===== src/rtl/dacctl_pkg.sv =====
package dacctl_pkg;
  localparam int CTRL_W = 4;
  localparam int NUM_CH = 2;
  localparam int SEL_W  = 5;

  // bit 0 of every field is channel A, bit 1 is channel B
  typedef struct packed {
    logic [NUM_CH-1:0] ld_stage;
    logic [NUM_CH-1:0] ld_out;
    logic [NUM_CH-1:0] copy;
    logic [NUM_CH-1:0] pd_set;
    logic [NUM_CH-1:0] pd_clr;
  } dac_cmd_t;

  function automatic dac_cmd_t decode_cmd(input logic [CTRL_W-1:0] code,
                                          input logic [SEL_W-1:0]  sel);
    dac_cmd_t c;
    c = '0;
    case (code)
      4'h0: begin c.ld_stage = 2'b01; c.ld_out = 2'b01; end
      4'h1: begin c.ld_stage = 2'b10; c.ld_out = 2'b10; end
      4'h2: c.ld_stage = 2'b01;
      4'h3: c.ld_stage = 2'b10;
      4'h4: c.copy = 2'b01;
      4'h5: c.copy = 2'b10;
      4'h6: begin c.ld_stage = 2'b11; c.ld_out = 2'b11; end
      4'h7: c.ld_stage = 2'b11;
      4'h8: c.copy = 2'b11;
      4'hF: begin
        case (sel)
          5'b00000: c.pd_clr = 2'b01;
          5'b00001: c.pd_set = 2'b01;
          5'b00100: c.pd_clr = 2'b10;
          5'b00101: c.pd_set = 2'b10;
          default: ;
        endcase
      end
      default: ;
    endcase
    return c;
  endfunction
endpackage


===== src/rtl/ser_sync.sv =====
module ser_sync #(
  parameter int STAGES = 2
) (
  input  logic clk,
  input  logic rst_n,
  input  logic sel_n,
  input  logic sck,
  input  logic sdat,
  output logic sel_act,
  output logic sck_fall,
  output logic sdat_s
);
  logic [STAGES-1:0] sel_sh, sck_sh, dat_sh;
  logic              sck_prev;

  always_ff @(posedge clk or negedge rst_n) begin
    if (!rst_n) begin
      sel_sh   <= '1;
      sck_sh   <= '0;
      dat_sh   <= '0;
      sck_prev <= 1'b0;
    end else begin
      sel_sh   <= {sel_sh[STAGES-2:0], sel_n};
      sck_sh   <= {sck_sh[STAGES-2:0], sck};
      dat_sh   <= {dat_sh[STAGES-2:0], sdat};
      sck_prev <= sck_sh[STAGES-1];
    end
  end

  assign sel_act  = ~sel_sh[STAGES-1];
  assign sck_fall = sck_prev & ~sck_sh[STAGES-1];
  assign sdat_s   = dat_sh[STAGES-1];
endmodule


===== src/rtl/frame_rx.sv =====
module frame_rx #(
  parameter int FRAME_W = 16,
  parameter int CNT_W   = $clog2(FRAME_W + 1)
) (
  input  logic               clk,
  input  logic               rst_n,
  input  logic               sel_act,
  input  logic               sck_fall,
  input  logic               sdat_s,
  output logic               frame_vld,
  output logic [FRAME_W-1:0] frame_word,
  output logic [CNT_W-1:0]   bit_cnt
);
  logic done;

  always_ff @(posedge clk or negedge rst_n) begin
    if (!rst_n) begin
      frame_word <= '0;
      bit_cnt    <= '0;
      done       <= 1'b0;
      frame_vld  <= 1'b0;
    end else begin
      frame_vld <= 1'b0;
      if (!sel_act) begin
        bit_cnt <= '0;
        done    <= 1'b0;
      end else if (sck_fall && !done) begin
        frame_word <= {frame_word[FRAME_W-2:0], sdat_s};
        bit_cnt    <= bit_cnt + 1'b1;
        if (bit_cnt == CNT_W'(FRAME_W - 1)) begin
          done      <= 1'b1;
          frame_vld <= 1'b1;
        end
      end
    end
  end
endmodule


===== src/rtl/chan_regs.sv =====
module chan_regs
  import dacctl_pkg::*;
#(
  parameter int DATA_W = 12
) (
  input  logic                          clk,
  input  logic                          rst_n,
  input  logic                          frame_vld,
  input  dac_cmd_t                      cmd,
  input  logic [DATA_W-1:0]             data,
  output logic [NUM_CH-1:0][DATA_W-1:0] stage_code,
  output logic [NUM_CH-1:0][DATA_W-1:0] out_code,
  output logic [NUM_CH-1:0]             floating
);
  for (genvar ch = 0; ch < NUM_CH; ch++) begin : g_ch
    always_ff @(posedge clk or negedge rst_n) begin
      if (!rst_n) begin
        stage_code[ch] <= '0;
        out_code[ch]   <= '0;
        floating[ch]   <= 1'b0;
      end else if (frame_vld) begin
        if (cmd.ld_stage[ch]) stage_code[ch] <= data;
        if (cmd.ld_out[ch])   out_code[ch]   <= data;
        else if (cmd.copy[ch]) out_code[ch]  <= stage_code[ch];
        if (cmd.pd_set[ch])   floating[ch]   <= 1'b1;
        else if (cmd.pd_clr[ch]) floating[ch] <= 1'b0;
      end
    end
  end
endmodule


===== src/rtl/dual_dac_ctrl.sv =====
module dual_dac_ctrl
  import dacctl_pkg::*;
#(
  parameter int DATA_W      = 12,
  parameter int SYNC_STAGES = 2
) (
  input  logic              clk,
  input  logic              rst_n,
  input  logic              ser_sel_n,
  input  logic              ser_clk,
  input  logic              ser_dat,
  output logic [DATA_W-1:0] code_a,
  output logic [DATA_W-1:0] code_b,
  output logic              float_a,
  output logic              float_b
);
  localparam int FRAME_W = CTRL_W + DATA_W;
  localparam int CNT_W   = $clog2(FRAME_W + 1);

  logic                          sel_act, sck_fall, sdat_s;
  logic                          frame_vld;
  logic [FRAME_W-1:0]            frame_word;
  logic [CNT_W-1:0]              bit_cnt;
  dac_cmd_t                      cmd;
  logic [NUM_CH-1:0][DATA_W-1:0] stage_code, out_code;
  logic [NUM_CH-1:0]             floating;

  ser_sync #(.STAGES(SYNC_STAGES)) u_sync (
    .clk(clk), .rst_n(rst_n), .sel_n(ser_sel_n), .sck(ser_clk), .sdat(ser_dat),
    .sel_act(sel_act), .sck_fall(sck_fall), .sdat_s(sdat_s)
  );

  frame_rx #(.FRAME_W(FRAME_W), .CNT_W(CNT_W)) u_rx (
    .clk(clk), .rst_n(rst_n), .sel_act(sel_act), .sck_fall(sck_fall),
    .sdat_s(sdat_s), .frame_vld(frame_vld), .frame_word(frame_word),
    .bit_cnt(bit_cnt)
  );

  assign cmd = decode_cmd(frame_word[FRAME_W-1 -: CTRL_W], frame_word[SEL_W-1:0]);

  chan_regs #(.DATA_W(DATA_W)) u_regs (
    .clk(clk), .rst_n(rst_n), .frame_vld(frame_vld), .cmd(cmd),
    .data(frame_word[DATA_W-1:0]), .stage_code(stage_code),
    .out_code(out_code), .floating(floating)
  );

  assign code_a  = out_code[0];
  assign code_b  = out_code[1];
  assign float_a = floating[0];
  assign float_b = floating[1];
endmodule


===== config.mk =====
export PLATFORM = sky130hd
export DESIGN_NAME = dual_dac_ctrl
export DESIGN_NICKNAME = d
export VERILOG_FILES = /design/src/rtl/dacctl_pkg.sv /design/src/rtl/ser_sync.sv /design/src/rtl/frame_rx.sv /design/src/rtl/chan_regs.sv /design/src/rtl/dual_dac_ctrl.sv
export SDC_FILE = /design/constraint.sdc
export NUM_CORES = 1
export LEC_CHECK = 0
export BUFFER_PORTS_ARGS = -buffer_cell sky130_fd_sc_hd__buf_2
export CAP_MARGIN = 20
export CORE_ASPECT_RATIO = 1.25
export CORE_MARGIN = 5
export CORE_UTILIZATION = 58
export DETAILED_ROUTE_END_ITERATION = 12
export PLACE_DENSITY = 0.81
export RECOVER_POWER = 25
export SYNTH_ARGS = -nofsm -noshare
export SYNTH_HDL_FRONTEND = slang
export SYNTH_SLANG_ARGS = --single-unit
export TNS_END_PERCENT = 1

===== constraint.sdc =====
create_clock -name clk -period 1.9 [get_ports clk]
set_input_delay 0.19 -clock clk [delete_from_list [all_inputs] [get_ports clk]]
set_output_delay 0.19 -clock clk [all_outputs]
set_load 0.02 [all_outputs]

# After elaboration in Yosys (flattened, before gate mapping)
# Index checks and enable logic that the tools add are counted.
[word_totals] mem_count=0 romBits=0 latchBits=0 out_inout_bits=26 regBits=80 ram_bits=0 inputBits=5
[op_classes] n_reduce_logical=21 n_mux=22 mul=0 n_eq_ne=13 n_addsub=1 shifts=0 order_cmp=0 div_mod_pow=0 bitwise=3
[ops] operator="2-to-1 mux 12 bit" count=4
[ops] operator="one-hot mux 2 bit (3 select lines)" count=3
[ops] operator="== test 4 x 3 -> 1 bit (second input constant)" count=4
[ops] operator="AND reduction 2 bit" count=8
[ops] operator="nonzero test 2 bit" count=6
[ops] operator="== test 5 x 3 -> 1 bit (second input constant)" count=2
[ops] operator="2-to-1 mux 1 bit" count=10
[ops] operator="2-to-1 mux 5 bit" count=2
[ops] operator="== test 4 x 2 -> 1 bit (second input constant)" count=2
[ops] operator="== test 4 bit (second input constant)" count=2
[ops] operator="one-hot mux 2 bit (2 select lines)" count=2
[ops] operator="OR reduction 2 bit" count=3
[ops] operator="adder 5 x 1 -> 5 bit (second input constant)" count=1
[ops] operator="== test 5 x 1 -> 1 bit (second input constant)" count=1
[ops] operator="== test 5 x 4 -> 1 bit (second input constant)" count=1
[ops] operator="logical NOT 5 bit" count=1
[ops] operator="== test 4 x 1 -> 1 bit (second input constant)" count=1
[ops] operator="logical NOT 4 bit" count=1
[ops] operator="2-to-1 mux 4 bit" count=1
[ops] operator="inverter 1 bit" count=2
[ops] operator="AND 1 bit" count=1
[ops] operator="logical AND 1 bit" count=1
[ops] operator="logical NOT 1 bit" count=1

# Longest topological paths before layout
# Gate-level depths: netlist of the first run.
[logic_depth] ltp_word=5 depth_mapped=6 ltp_nobuf=5

# Modules after synthesis
# Synthesis of the first run repeated with hierarchy kept, for this count alone.
[unflattened] cells_unflattened=268 area_unflattened_um2=3604.7
[by_module_without_submodules] module="chan_regs" area_per_inst_um2=2234.6 seq_area_each_um2=1251.2 cells_per_inst=172 n_inst=1
[by_module_without_submodules] module="frame_rx" area_per_inst_um2=1021.0 seq_area_each_um2=575.6 cells_per_inst=64 n_inst=1
[by_module_without_submodules] module="ser_sync" area_per_inst_um2=195.2 seq_area_each_um2=177.7 cells_per_inst=9 n_inst=1
[by_module_without_submodules] module="dual_dac_ctrl" area_per_inst_um2=153.9 seq_area_each_um2=0.0 cells_per_inst=23 n_inst=1

# Least setup slack after synthesis of the first run
# Ideal clock, no wire load.
[synth_timing] path_type="reg2reg" start="register u_sync.sck_sh[1]" end="register u_rx.frame_word[10]" arrival_ns=1.475 path_slack_ns=0.301 setup_time_ns=0.125 stages_incl_launch_ff=6 path_buffers=2 path_cell_list="dfrtp_1 -> nor3b_4 -> and2b_1 -> buf_4 -> buf_6 -> mux2_2"
[synth_via] elab_chain_len=4
[synth_rtl] item="from (decl)" line="ser_sync.sv:13" source="logic [STAGES-1:0] sel_sh, sck_sh, dat_sh;"
[synth_rtl] item="from (signal assigned)" line="ser_sync.sv:24" source="sck_sh <= {sck_sh[STAGES-2:0], sck};"
[synth_rtl] item="inverter 1 bit" line="ser_sync.sv:31" source="assign sck_fall = sck_prev & ~sck_sh[STAGES-1];"
[synth_rtl] item="AND 1 bit" line="ser_sync.sv:31"
[synth_rtl] item="logical AND 1 bit" line="frame_rx.sv:27" source="end else if (sck_fall && !done) begin"
[synth_rtl] item="AND reduction 2 bit (no line)"
[synth_rtl] item="to (signal assigned)" line="frame_rx.sv:28" source="frame_word <= {frame_word[FRAME_W-2:0], sdat_s};"
[synth_rtl] item="to (decl)" line="frame_rx.sv:11" source="output logic [FRAME_W-1:0] frame_word,"
# No other way between the ends.
# A chain may end at the register's enable or synchronous reset.

# Worst setup path in the final report of the first run
[layout_timing] start="register u_rx.frame_word[14]" end="register u_regs.stage_code[18] (netlist name)"
[layout_via] elab_chain_len=4 elab_cells_between_ends=11
[layout_rtl] item="== test 4 x 3 -> 1 bit, or another cell as far along" line="dacctl_pkg.sv:19" source="case (code)"
[layout_rtl] item="OR reduction 2 bit (no line)"
[layout_rtl] item="one-hot mux 2 bit (3 select lines) (*)" line="dacctl_pkg.sv:19"
[layout_rtl] item="AND reduction 2 bit (no line) (*)"
[layout_rtl] item="to (signal, indexed assignment)" line="chan_regs.sv:22" source="if (cmd.ld_stage[ch]) stage_code[ch] <= data;"
[layout_rtl] item="to (decl)" line="chan_regs.sv:11" source="output logic [NUM_CH-1:0][DATA_W-1:0] stage_code,"
# Every way passes the cells marked *; elsewhere a longest branch is shown, timed or not.

==> results of run 1 <==
==> registers in the layout (all words and copies together), names as in the netlist <==
register,flops
u_regs.floating,2
u_sync.sck_sh,2
u_regs.out_code,24
u_rx.frame_word,16
u_rx.done,1
u_rx.bit_cnt,5
u_regs.stage_code,24
u_rx.frame_vld,1
u_sync.sck_prev,1
u_sync.sel_sh,2
u_sync.dat_sh,2
==> report_power, final <==
group	switching, W	internal [W]	total [W]
combinational	0.0000868	0.000120	0.000207
sequential	0.000162	0.00179	0.00195
clock	0.000643	0.000755	0.00140
total	0.000892	0.00267	0.00356
==> placed cells by master (no fill, tap or decap), drive strengths merged <==
| master | count |
|---|---|
| a211oi | 1 |
| a21oi | 2 |
| and2 | 2 |
| and2b | 1 |
| and3 | 2 |
| and3b | 1 |
| buf | 40 |
| bufinv | 2 |
| clkbuf | 10 |
| clkinv | 1 |
| clkinvlp | 2 |
| dfrtp | 78 |
| dfstp | 2 |
| dlygate4sd3 | 4 |
| ha | 2 |
| inv | 3 |
| mux2 | 42 |
| mux2i | 26 |
| nand2 | 25 |
| nand3 | 1 |
| nand3b | 1 |
| nand4 | 1 |
| nor2 | 10 |
| nor2b | 2 |
| nor3b | 2 |
| nor4b | 2 |
| nor4bb | 1 |
| o21a | 1 |
| o21ai | 26 |
| o31ai | 1 |
| xnor2 | 1 |
| xor2 | 2 |
==> worst min path at each step <==
stage | from | to | slack (ns)
after floorplan | rst_n | u_regs.floating[0]$_DFFE_PN0P_ | -0.11
after global placement | rst_n | u_regs.out_code[21]$_DFFE_PN0P_ | 0.23
after detailed placement | rst_n | u_regs.out_code[17]$_DFFE_PN0P_ | 0.23
after CTS | u_sync.dat_sh[0]$_DFF_PN0_ | u_sync.dat_sh[1]$_DFF_PN0_ | 0.35
after global routing | u_sync.sel_sh[0]$_DFF_PN1_ | u_sync.sel_sh[1]$_DFF_PN1_ | 0.37
final | u_sync.dat_sh[0]$_DFF_PN0_ | u_sync.dat_sh[1]$_DFF_PN0_ | 0.35
==> worst max-delay path, cell delays in order (launching register included) <==
cell,delay (ns)
sky130_fd_sc_hd__dfrtp_1,0.47
sky130_fd_sc_hd__nor2b_1,0.27
sky130_fd_sc_hd__o21a_1,0.27
sky130_fd_sc_hd__buf_4,0.21
sky130_fd_sc_hd__mux2_1,0.35
==> metrics by stage <==
stage	setup WS, ns	power, W	utilization, %	hold WS, ns
2_1_floorplan	0.301	0.00206	-	-0.106
3_3_place_gp	0.298	0.00218	62.9	0.226
3_5_place_dp	0.254	0.00219	62.9	0.231
4_1_cts	0.205	0.00360	67.6	0.354
5_1_grt	0.141	0.00371	67.6	0.369
6_report	0.211	0.00356	67.6	0.351
==> layer usage <==
layer,share of wire [%],global-route usage [%],vias up
met3,4.5,5.01,13
met4,2.2,8.03,0
met5,0,0,-
met1,43,20.2,950
li1,-,-,953
met2,51,27.3,37
==> cell families after synthesis <==
family,after synthesis
and+or+nand+nor,51
xor gates and xnor gates,3
DFF,80
muxes,68
buffers and inverters,14
adders and majority gates,2
AOI/OAI and AO/OA,31
==> final cells by class <==
| type | count | area (sq um) | share of cell area, % |
|---|---|---|---|
| clock buffer | 9 | 124 | 3.21 |
| clock inverter | 7 | 104 | 2.69 |
| inverter | 1 | 3.75 | 0.0974 |
| multi-input combinational | 155 | 1250 | 32.4 |
| sequential | 80 | 2000 | 52.0 |
| tap | 66 | 82.6 | 2.14 |
| timing repair buffer | 45 | 285 | 7.40 |
==> what timing repair did <==
item                                    4_1_cts  5_1_grt
hold buffers                                  4        0
setup buffers                                 0        0
hold endpoints to repair                     44        0
resized for setup                             0        0
endpoints found under the setup margin        0        0
==> results.json, run 1 <==
{
  "syn2layout_area_growth_pct": 14.5,
  "dieArea_sq_um": 7440,
  "fillers": 399,
  "synth.area.top_cells": "sky130_fd_sc_hd__dfrtp_1, sky130_fd_sc_hd__mux2_2, sky130_fd_sc_hd__mux2i_1",
  "insertion_delay_ns": 0.35,
  "final.setup.tns_ns": 0,
  "rsz0062_at_grt": "no",
  "grt_overflow_total": 0,
  "yosys.area_share.simple_pct": 8.18,
  "vias": 1953,
  "asyncSetResetFlopFracSynth_pct": 100,
  "setup-violations-final": 0,
  "timing.max_cap.violations": 0,
  "power_density_nw_per_um2": 923,
  "post_dp_cell_area_sq_um": 3590,
  "cts.path.max_buffers": 2,
  "grt_antenna_before_repair": 0,
  "cts_tree": "yes",
  "top_level_ports": 31,
  "synth_top_family_by_area": "multiplexers",
  "worst_slew_pin_slew_ns": 1.09,
  "critical_path.reg2reg.startpoint": "u_rx.frame_word[14]$_DFFE_PN0P_",
  "synth.yosys.warnings": 0,
  "cts_num_sinks": 80,
  "vdd_drop_max_mv": 0.675,
  "std_cell_rows": 31,
  "first_global_vias": 2042,
  "synthesis.instances": 249,
  "layout.cells.non_filler": 363,
  "timing.critical_path.from_type": "flop",
  "rr_endpoint": "u_regs.stage_code[18]$_DFFE_PN0P_",
  "cts-root-buf": "sky130_fd_sc_hd__clkbuf_8",
  "synthDominantCellAreaShare_pct": 58.0,
  "timing.critical_path.arrival_ns": 1.92,
  "chipHeight_microns": 95.2,
  "min_period_over_period_pct": 88.9,
  "antenna_violating_nets_post_route": 0,
  "hold_path_depth": 0,
  "global_route_wire_length_before_repair_microns": 9650,
  "synthMuxAreaShare_pct": 21.8,
  "cellLeakagePower_nw": 1.95,
  "syn_avg_cell_area_sq_um": 13.5,
  "drt_wl_cell_microns": 15.2,
  "worst_ep_required_ns": 2.13,
  "timing.critical_path.fanout_max": 9,
  "fmax_mhz": 592,
  "antenna_cells": 0,
  "fp.dieW_microns": 78.1,
  "netlist_top_cells_count": "sky130_fd_sc_hd__dfrtp_1, sky130_fd_sc_hd__mux2_2, sky130_fd_sc_hd__mux2i_1, sky130_fd_sc_hd__nand2_1, sky130_fd_sc_hd__o21ai_0",
  "grt_start_max_net_pins": 46,
  "postRouteWirelength_microns": 5520,
  "synthXorXnorAreaFrac_pct": 0.781,
  "yosysTopAreaCell": "sky130_fd_sc_hd__dfrtp_1",
  "dr.first_iter.drc_count": 117,
  "grt_usage_pct": 16.7,
  "dp.final_hpwl_microns": 3750,
  "dominantRegCellSynth": "sky130_fd_sc_hd__dfrtp_1",
  "timing.max_slew.rel_slack_pct": 27.1,
  "ff2ff_path_depth": 4,
  "ctsHtreeMaxLevel": 3,
  "hold_violations": 0,
  "crit_path_start": "u_rx.frame_word[14]$_DFFE_PN0P_",
  "post_synth_instance_area_sq_um": 3370,
  "synth_most_common_cell": "sky130_fd_sc_hd__dfrtp_1",
  "synth_cell_type_count": 36,
  "clkSlewWorstSetupHoldPaths_ns": 0.08,
  "start_util_pct": 59.0,
  "synth_seq_area_share_pct": 59.6,
  "synth_enable_flop_cells": 0,
  "final_layout_size_suffix_gt1_share_pct": 32.0,
  "finalWorstPathRequiredPeriod_ns": 1.69,
  "gp_congestion": 0.813,
  "finalInstanceArea_sq_um": 3850,
  "core_sq_um": 5700,
  "layout.nets": 299,
  "worst_setup_slack_for_register_to_register_paths_ns": 0.21,
  "clock-skew-final_ns": 0.00940,
  "viasPerCell": 5.38,
  "remaining_drc_errors": 0,
  "synth_seq_cells": 80,
  "run_status": "finished clean",
  "synthesis.nets": 256,
  "first_pass_iters": 4,
  "adder_cell_area_share_of_the_yosys_netlist_pct": 0.743,
  "critPathKind": "flop to flop",
  "dpl_cells": 343,
  "cp-end-kind": "flop",
  "final_max_slew_viol_count": 0,
  "hold_class": "flop to flop",
  "synth_area_in_compound_gates_pct": 5.65,
  "cts-buffers-inserted": 9,
  "placement.io_buffers": 30,
  "endpoint": "u_regs.stage_code[18]$_DFFE_PN0P_"
}
Note: power is estimated with default switching activity, not from simulation.
==> inputs of run 2 (changes only) <==
--- a/config.mk
+++ b/config.mk
@@ -5,6 +5,7 @@
 export SDC_FILE = /design/constraint.sdc
 export NUM_CORES = 1
 export LEC_CHECK = 0
+export ABC_AREA = 1
 export BUFFER_PORTS_ARGS = -buffer_cell sky130_fd_sc_hd__buf_2
 export CAP_MARGIN = 20
 export CORE_ASPECT_RATIO = 1.25
==> run 2 against run 1 <==
  * Critical path depth rose by 2
  * Sequential share of layout area rose by 0.37 points
  * Total power fell by 6.4%
  * Combinational power fell by 4%
  * Setup slack improved by 0.064 ns
  * Final cell count rose by 34%
  * Maximum frequency rose by 4.0%
  * Register-to-register slack improved by 0.06 ns
  * Cell area fell by 0.71%
  * Global-route usage rose by 4.2 points
  * Critical path type unchanged
==> results.json, run 2 <==
{
  "dp.final_hpwl_microns": 4550,
  "first_global_vias": 2588,
  "synthXorXnorAreaFrac_pct": 0.258,
  "run_status": "finished clean",
  "synthDominantCellAreaShare_pct": 57.6,
  "grt_start_max_net_pins": 37,
  "final_max_slew_viol_count": 0,
  "layout.nets": 423,
  "timing.critical_path.fanout_max": 24,
  "netSwitchingFraction_pct": 24.6,
  "layout.area.seq_sq_um": 2000,
  "cts.path.max_buffers": 2,
  "core_sq_um": 5740,
  "clkSlewWorstSetupHoldPaths_ns": 0.08,
  "syn2layout_area_growth_pct": 12.9,
  "chipHeight_microns": 95.5,
  "adder_cell_area_share_of_the_yosys_netlist_pct": 0.738,
  "synth.yosys.warnings": 0,
  "fmax_mhz": 616,
  "finalWorstPathRequiredPeriod_ns": 1.62,
  "synthesis.instances": 382,
  "postRouteWirelength_microns": 6710,
  "drt_wl_cell_microns": 13.8,
  "antenna_cells": 0,
  "synth_top_family_by_area": "simple AND/OR/NAND/NOR gates",
  "placement.io_buffers": 30,
  "first_pass_iters": 4,
  "power_density_nw_per_um2": 870,
  "cellLeakagePower_nw": 2.08,
  "internal_power_w": 0.00251,
  "setup-violations-final": 0,
  "synth_most_common_cell": "sky130_fd_sc_hd__nand2_1",
  "std_cell_rows": 31,
  "syn_avg_cell_area_sq_um": 8.87,
  "synth_area_in_compound_gates_pct": 10.1,
  "final_layout_size_suffix_gt1_share_pct": 15.2,
  "ctsHtreeMaxLevel": 3,
  "yosys.area_share.simple_pct": 23.8,
  "netlist_top_cells_count": "sky130_fd_sc_hd__nand2_1, sky130_fd_sc_hd__dfrtp_1, sky130_fd_sc_hd__o21ai_0, sky130_fd_sc_hd__nand3_1, sky130_fd_sc_hd__nor2_1",
  "hold_violations": 0,
  "leading_cell_type_in_the_layout_fill_and_taps_excluded": "sky130_fd_sc_hd__nand2_1",
  "grt_antenna_before_repair": 0,
  "global_route_wire_length_before_repair_microns": 12100,
  "cts-root-buf": "sky130_fd_sc_hd__clkbuf_8",
  "cts_num_sinks": 80,
  "synth_seq_area_share_pct": 59.1,
  "viasPerCell": 5.40,
  "dieArea_sq_um": 7480,
  "timing.critical_path.from_type": "flop",
  "timing.max_cap.violations": 0,
  "worst_slew_pin_slew_ns": 0.871,
  "synth_seq_cells": 80,
  "footprint_of_the_multi_input_gates_sq_um": 1180,
  "seqPwrFrac_pct": 54.6,
  "place_ws_ns": 0.294,
  "dominantRegCellSynth": "sky130_fd_sc_hd__dfrtp_1",
  "synth_cell_type_count": 24,
  "asyncSetResetFlopFracSynth_pct": 100,
  "hold_class": "input pin to asynchronous set/reset pin",
  "start_util_pct": 59.0,
  "synthesis.nets": 389,
  "gp_congestion": 0.869,
  "final.setup.tns_ns": 0,
  "synth.area.top_cells": "sky130_fd_sc_hd__dfrtp_1, sky130_fd_sc_hd__nand2_1, sky130_fd_sc_hd__o21ai_0",
  "clock-skew-final_ns": 0.00827,
  "final_cell_mix": "sky130_fd_sc_hd__nand2_1, sky130_fd_sc_hd__dfrtp_1, sky130_fd_sc_hd__o21ai_0",
  "post_synth_instance_area_sq_um": 3390,
  "power.share.clock_pct": 39.4,
  "comb_power_share_pct": 6.0,
  "fp.dieW_microns": 78.4,
  "timing.max_slew.rel_slack_pct": 41.9,
  "critPathKind": "flop to flop",
  "critical_path.reg2reg.startpoint": "u_rx.frame_word[14]$_DFFE_PN0P_",
  "cts-buffers-inserted": 9,
  "yosysTopAreaCell": "sky130_fd_sc_hd__dfrtp_1",
  "antenna_violating_nets_post_route": 0,
  "insertion_delay_ns": 0.35,
  "grt_overflow_total": 0,
  "synthMuxAreaShare_pct": 0,
  "dr.first_iter.drc_count": 269,
  "timing.critical_path.arrival_ns": 1.86,
  "remaining_drc_errors": 0,
  "finalInstanceArea_sq_um": 3830,
  "grt_usage_pct": 20.9,
  "report.power.total_w": 0.00333,
  "cts_tree": "yes",
  "finalWorstSetupSlack_ns": 0.276,
  "post_dp_cell_area_sq_um": 3580,
  "cp-end-kind": "flop",
  "total_switching_power_w": 0.000819,
  "worst_ep_required_ns": 2.13,
  "vdd_drop_max_mv": 0.514,
  "rsz0062_at_grt": "no",
  "min_period_over_period_pct": 85.5,
  "fillers": 486,
  "vias": 2629,
  "top_regs": "u_regs.out_code: 24 flops, u_regs.stage_code: 24 flops, u_rx.frame_word: 16 flops",
  "top_level_ports": 31,
  "synth_enable_flop_cells": 0,
  "crit_path_start": "u_rx.frame_word[14]$_DFFE_PN0P_"
}
## run 2: stage by stage
step | std cells | utilization (%) | hold WS [ns]
after floorplan | 382 | - | -0.106
after global placement | 467 | 62.4 | 0.105
after detailed placement | 467 | 62.4 | 0.111
after CTS | 487 | 66.9 | 0.276
after global routing | 487 | 66.7 | 0.293
final | 487 | 66.7 | 0.264
## run 2: worst max-delay path: stages (launching register included)
cell	delay, ns
sky130_fd_sc_hd__dfrtp_1	0.43
sky130_fd_sc_hd__nand2_1	0.12
sky130_fd_sc_hd__clkinv_1	0.12
sky130_fd_sc_hd__nand2_4	0.17
sky130_fd_sc_hd__nand2_2	0.29
sky130_fd_sc_hd__o211ai_1	0.29
sky130_fd_sc_hd__nand2_1	0.08
## run 2: cells by family after synthesis
group,after synthesis
AOI/OAI and AO/OA,62
adders and majority gates,2
DFF,80
and+or+nand+nor,193
xor gates and xnor gates,1
buffers and inverters,44
## run 2: timing repair
item                                   in CTS  in global routing
setup buffers                               0                  0
resized for setup                           0                  0
hold buffers                                4                  0
endpoints found under the hold margin      23                  0
## run 2: worst paths after layout
kind	cells after the start	end	slack, ns
setup / recovery	6	u_regs.out_code[1]$_DFFE_PN0P_	0.28
hold / removal	2	u_sync.sck_sh[1]$_DFF_PN0_	0.26
setup reg to reg	6	u_regs.out_code[1]$_DFFE_PN0P_	0.28
hold reg to reg	0	u_sync.sck_sh[1]$_DFF_PN0_	0.35
max in group asynchronous	3	u_regs.stage_code[12]$_DFFE_PN0P_	0.50
min in group clk	0	u_sync.sck_sh[1]$_DFF_PN0_	0.35
## run 2: layout make-up
cell class                 count  area share [%]
clock buffer                  11            3.96
clock inverter                 5            1.70
inverter                      26            2.55
multi-input combinational    258            30.9
sequential                    80            52.4
tap                           66            2.16
timing repair buffer          41            6.34
## run 2: power groups by stage
| stage | Combinational (W) | Clock [W] | Sequential (W) |
|---|---|---|---|
| after floorplan | 0.000117 | 0 | 0.00184 |
| after global placement | 0.000189 | 0 | 0.00185 |
| after detailed placement | 0.000198 | 0 | 0.00185 |
| after CTS | 0.000207 | 0.00134 | 0.00182 |
| after global routing | 0.000236 | 0.00143 | 0.00183 |
| final | 0.000199 | 0.00131 | 0.00182 |
## run 2: routing by layer
| layer | up-vias | global-route usage (%) | wire [microns] | share of wire, % |
|---|---|---|---|---|
| met5 | - | 0 | 0 | 0 |
| met4 | 0 | 8.31 | 114 | 1.7 |
| met3 | 13 | 5.77 | 378 | 5.6 |
| met2 | 61 | 32.9 | 3150 | 47 |
| met1 | 1262 | 27.7 | 3070 | 46 |
| li1 | 1293 | - | - | - |
==> inputs of run 3 (changes only) <==
--- a/config.mk
+++ b/config.mk
@@ -10,10 +10,12 @@
 export CAP_MARGIN = 20
 export CORE_ASPECT_RATIO = 1.25
 export CORE_MARGIN = 5
-export CORE_UTILIZATION = 58
+export CORE_UTILIZATION = 60
+export CTS_BUF_LIST = sky130_fd_sc_hd__clkbuf_8
 export DETAILED_ROUTE_END_ITERATION = 12
-export PLACE_DENSITY = 0.81
+export PLACE_DENSITY = 0.83
 export RECOVER_POWER = 25
+export SLEW_MARGIN = 10
 export SYNTH_ARGS = -nofsm -noshare
 export SYNTH_HDL_FRONTEND = slang
 export SYNTH_SLANG_ARGS = --single-unit
==> constraint.sdc (replaced) <==
create_clock -name clk -period 1.9 [get_ports clk]
set_input_delay 0.19 -clock clk [delete_from_list [all_inputs] [get_ports clk]]
set_output_delay 0.19 -clock clk [all_outputs]
set_load 0.05 [all_outputs]
==> run 3 against run 2 <==
  * Maximum frequency fell by 5.4%
  * Routed wire length grew 1.5%
  * Critical path depth grew 2
  * Non-clock buffer count shrank 2
  * Combinational power up 2%
  * Sequential cell count unchanged
==> results.json, run 3 (same netlist as run 2, synthesis figures left out) <==
{
  "cp_cell_sequence": "nor2_1, nand2_2, nand2_4, inv_2, nand2_4, nand2_4, nand2_1, nand2_1",
  "min_delay_endpoint": "u_sync.sck_sh[1]$_DFF_PN0_",
  "critical_path.reg2reg.startpoint": "u_rx.frame_word[15]$_DFFE_PN0P_",
  "cts_tree": "yes",
  "first_pass_iters": 5,
  "viasPerCell": 5.46,
  "cts-root-buf": "sky130_fd_sc_hd__clkbuf_8",
  "timing.critical_path.arrival_ns": 1.96,
  "postCtsHoldBufs": 4,
  "remaining_drc_errors": 0,
  "dpl_cells": 463,
  "drt_wl_cell_microns": 14.1,
  "run_status": "finished clean",
  "hold_class": "flop to flop",
  "grt_start_max_net_pins": 42,
  "clock-skew-final_ns": 0.00678,
  "global_route_wire_length_before_repair_microns": 12300,
  "dieArea_sq_um": 7260,
  "syn2layout_area_growth_pct": 13.8,
  "dr.first_iter.drc_count": 266,
  "first_global_vias": 2580,
  "start_util_pct": 61.8,
  "top_level_ports": 31,
  "core_sq_um": 5480,
  "min_period_over_period_pct": 90.4,
  "rsz0062_at_grt": "no",
  "ctsHtreeMaxLevel": 3,
  "crit_family": "simple AND/OR/NAND/NOR gates",
  "clkSlewWorstSetupHoldPaths_ns": 0.08,
  "cts_num_sinks": 80,
  "worst_ep_required_ns": 2.14,
  "final_layout_size_suffix_gt1_share_pct": 14.8,
  "std_cell_rows": 30,
  "report.power.total_w": 0.00357,
  "timing.critical_path.from_type": "flop",
  "final.setup.tns_ns": 0,
  "leading_cell_type_in_the_layout_fill_and_taps_excluded": "sky130_fd_sc_hd__nand2_1",
  "hp-start": "u_sync.sck_sh[0]$_DFF_PN0_",
  "top_regs": "u_regs.out_code: 24 flops, u_regs.stage_code: 24 flops, u_rx.frame_word: 16 flops",
  "grt_antenna_before_repair": 0,
  "worst_setup_slack_for_register_to_register_paths_ns": 0.18,
  "placement.io_buffers": 30,
  "dp.final_hpwl_microns": 4500,
  "cts.path.max_buffers": 2,
  "post_cts_resize_count": 0,
  "final_cell_mix": "sky130_fd_sc_hd__nand2_1, sky130_fd_sc_hd__dfrtp_1, sky130_fd_sc_hd__o21ai_0",
  "worst_slew_pin_slew_ns": 0.998,
  "grt_usage_pct": 21.4,
  "finalInstanceArea_sq_um": 3860,
  "final_util_pct": 70.4,
  "power_density_nw_per_um2": 926,
  "fmax_mhz": 582,
  "gp_congestion": 0.865,
  "cp_common_cell": "sky130_fd_sc_hd__nand2_4",
  "layout.nets": 421,
  "critPathKind": "flop to flop",
  "critical_path.n_buffers_inverters": 1,
  "hold_path_depth": 0,
  "hold_violations": 0,
  "postCtsSetupRepairBufs": 0,
  "antenna_violating_nets_post_route": 0,
  "antenna_cells": 0,
  "cp-end-kind": "flop",
  "setup-violations-final": 0,
  "cts-buffers-inserted": 9,
  "finalWorstPathRequiredPeriod_ns": 1.72,
  "vias": 2637,
  "timing.critical_path.fanout_max": 13,
  "post_dp_cell_area_sq_um": 3570,
  "cellLeakagePower_nw": 2.09,
  "timing.max_cap.violations": 0,
  "timing.max_slew.rel_slack_pct": 33.5,
  "critical_path_cell_with_the_highest_stage_delay": "sky130_fd_sc_hd__dfrtp_1",
  "grt_overflow_total": 0,
  "insertion_delay_ns": 0.35,
  "chipHeight_microns": 94.0,
  "rr_endpoint": "u_regs.out_code[16]$_DFFE_PN0P_",
  "ff2ff_path_depth": 8,
  "postRouteWirelength_microns": 6810,
  "cp_slowest_stage_delay_ns": 0.45,
  "final_max_slew_viol_count": 0,
  "layout.cells.non_filler": 483,
  "fp.dieW_microns": 77.2,
  "vdd_drop_max_mv": 0.757
}
## run 3: cell count changes in the layout (fill, tap and decap cells not counted), sizes merged
cell / delta
buf: -2
bufinv: +2
clkinv: -3
clkinvlp: +1
## run 3: power breakdown
part	total, W	switching (W)	internal (W)	leakage (nW)
Sequential	0.00182	0.0000583	0.00176	1.09
Clock	0.00155	0.000606	0.000942	0.126
Combinational	0.000203	0.000143	0.0000602	0.871
## run 3: how the worst max path moves through the flow
stage / start / slack [ns] / depth (start not counted) / endpoint
final: u_rx.frame_word[15]$_DFFE_PN0P_ / 0.18 / 8 / u_regs.out_code[16]$_DFFE_PN0P_
after global routing: u_rx.frame_word[15]$_DFFE_PN0P_ / 0.02 / 8 / u_regs.out_code[22]$_DFFE_PN0P_
after CTS: u_rx.frame_word[15]$_DFFE_PN0P_ / 0.19 / 8 / u_regs.out_code[16]$_DFFE_PN0P_
after detailed placement: u_rx.frame_word[15]$_DFFE_PN0P_ / 0.22 / 8 / u_regs.out_code[16]$_DFFE_PN0P_
after global placement: u_rx.frame_word[15]$_DFFE_PN0P_ / 0.28 / 8 / u_regs.out_code[19]$_DFFE_PN0P_
after floorplan: u_rx.frame_word[15]$_DFFE_PN0P_ / 0.60 / 9 / u_regs.out_code[13]$_DFFE_PN0P_
## run 3: layer usage
| metal | global-route usage (%) | wire length, microns | vias up |
|---|---|---|---|
| met1 | 29.6 | 3120 | 1232 |
| met4 | 8.88 | 134 | 0 |
| met3 | 6.14 | 437 | 16 |
| met5 | 0 | 0 | - |
| li1 | - | - | 1297 |
| met2 | 31.7 | 3120 | 92 |
## run 3: worst reg2reg max path, cell delays in order, from the launching register on
cell and delay, ns:
sky130_fd_sc_hd__dfrtp_1 0.45, sky130_fd_sc_hd__nor2_1 0.25, sky130_fd_sc_hd__nand2_2 0.24, sky130_fd_sc_hd__nand2_4 0.21, sky130_fd_sc_hd__inv_2 0.06, sky130_fd_sc_hd__nand2_4 0.14, sky130_fd_sc_hd__nand2_4 0.12, sky130_fd_sc_hd__nand2_1 0.08
sky130_fd_sc_hd__nand2_1 0.05
## run 3: area by class of cell
type                    count  area [sq um]
flip-flops and latches     80          2000
well taps                  64          80.1
fillers                   398          1620
multi-input cells         258          1180
repair buffers             39           240
clock inverters             5           103
clock buffers              11           151
inverters                  26          97.6
## run 3: stage by stage
stage / hold slack [ns] / worst slack [ns]
after floorplan: -0.106 / 0.604
after global placement: 0.205 / 0.279
after detailed placement: 0.207 / 0.221
after CTS: 0.358 / 0.195
after global routing: 0.370 / 0.0194
final: 0.357 / 0.183
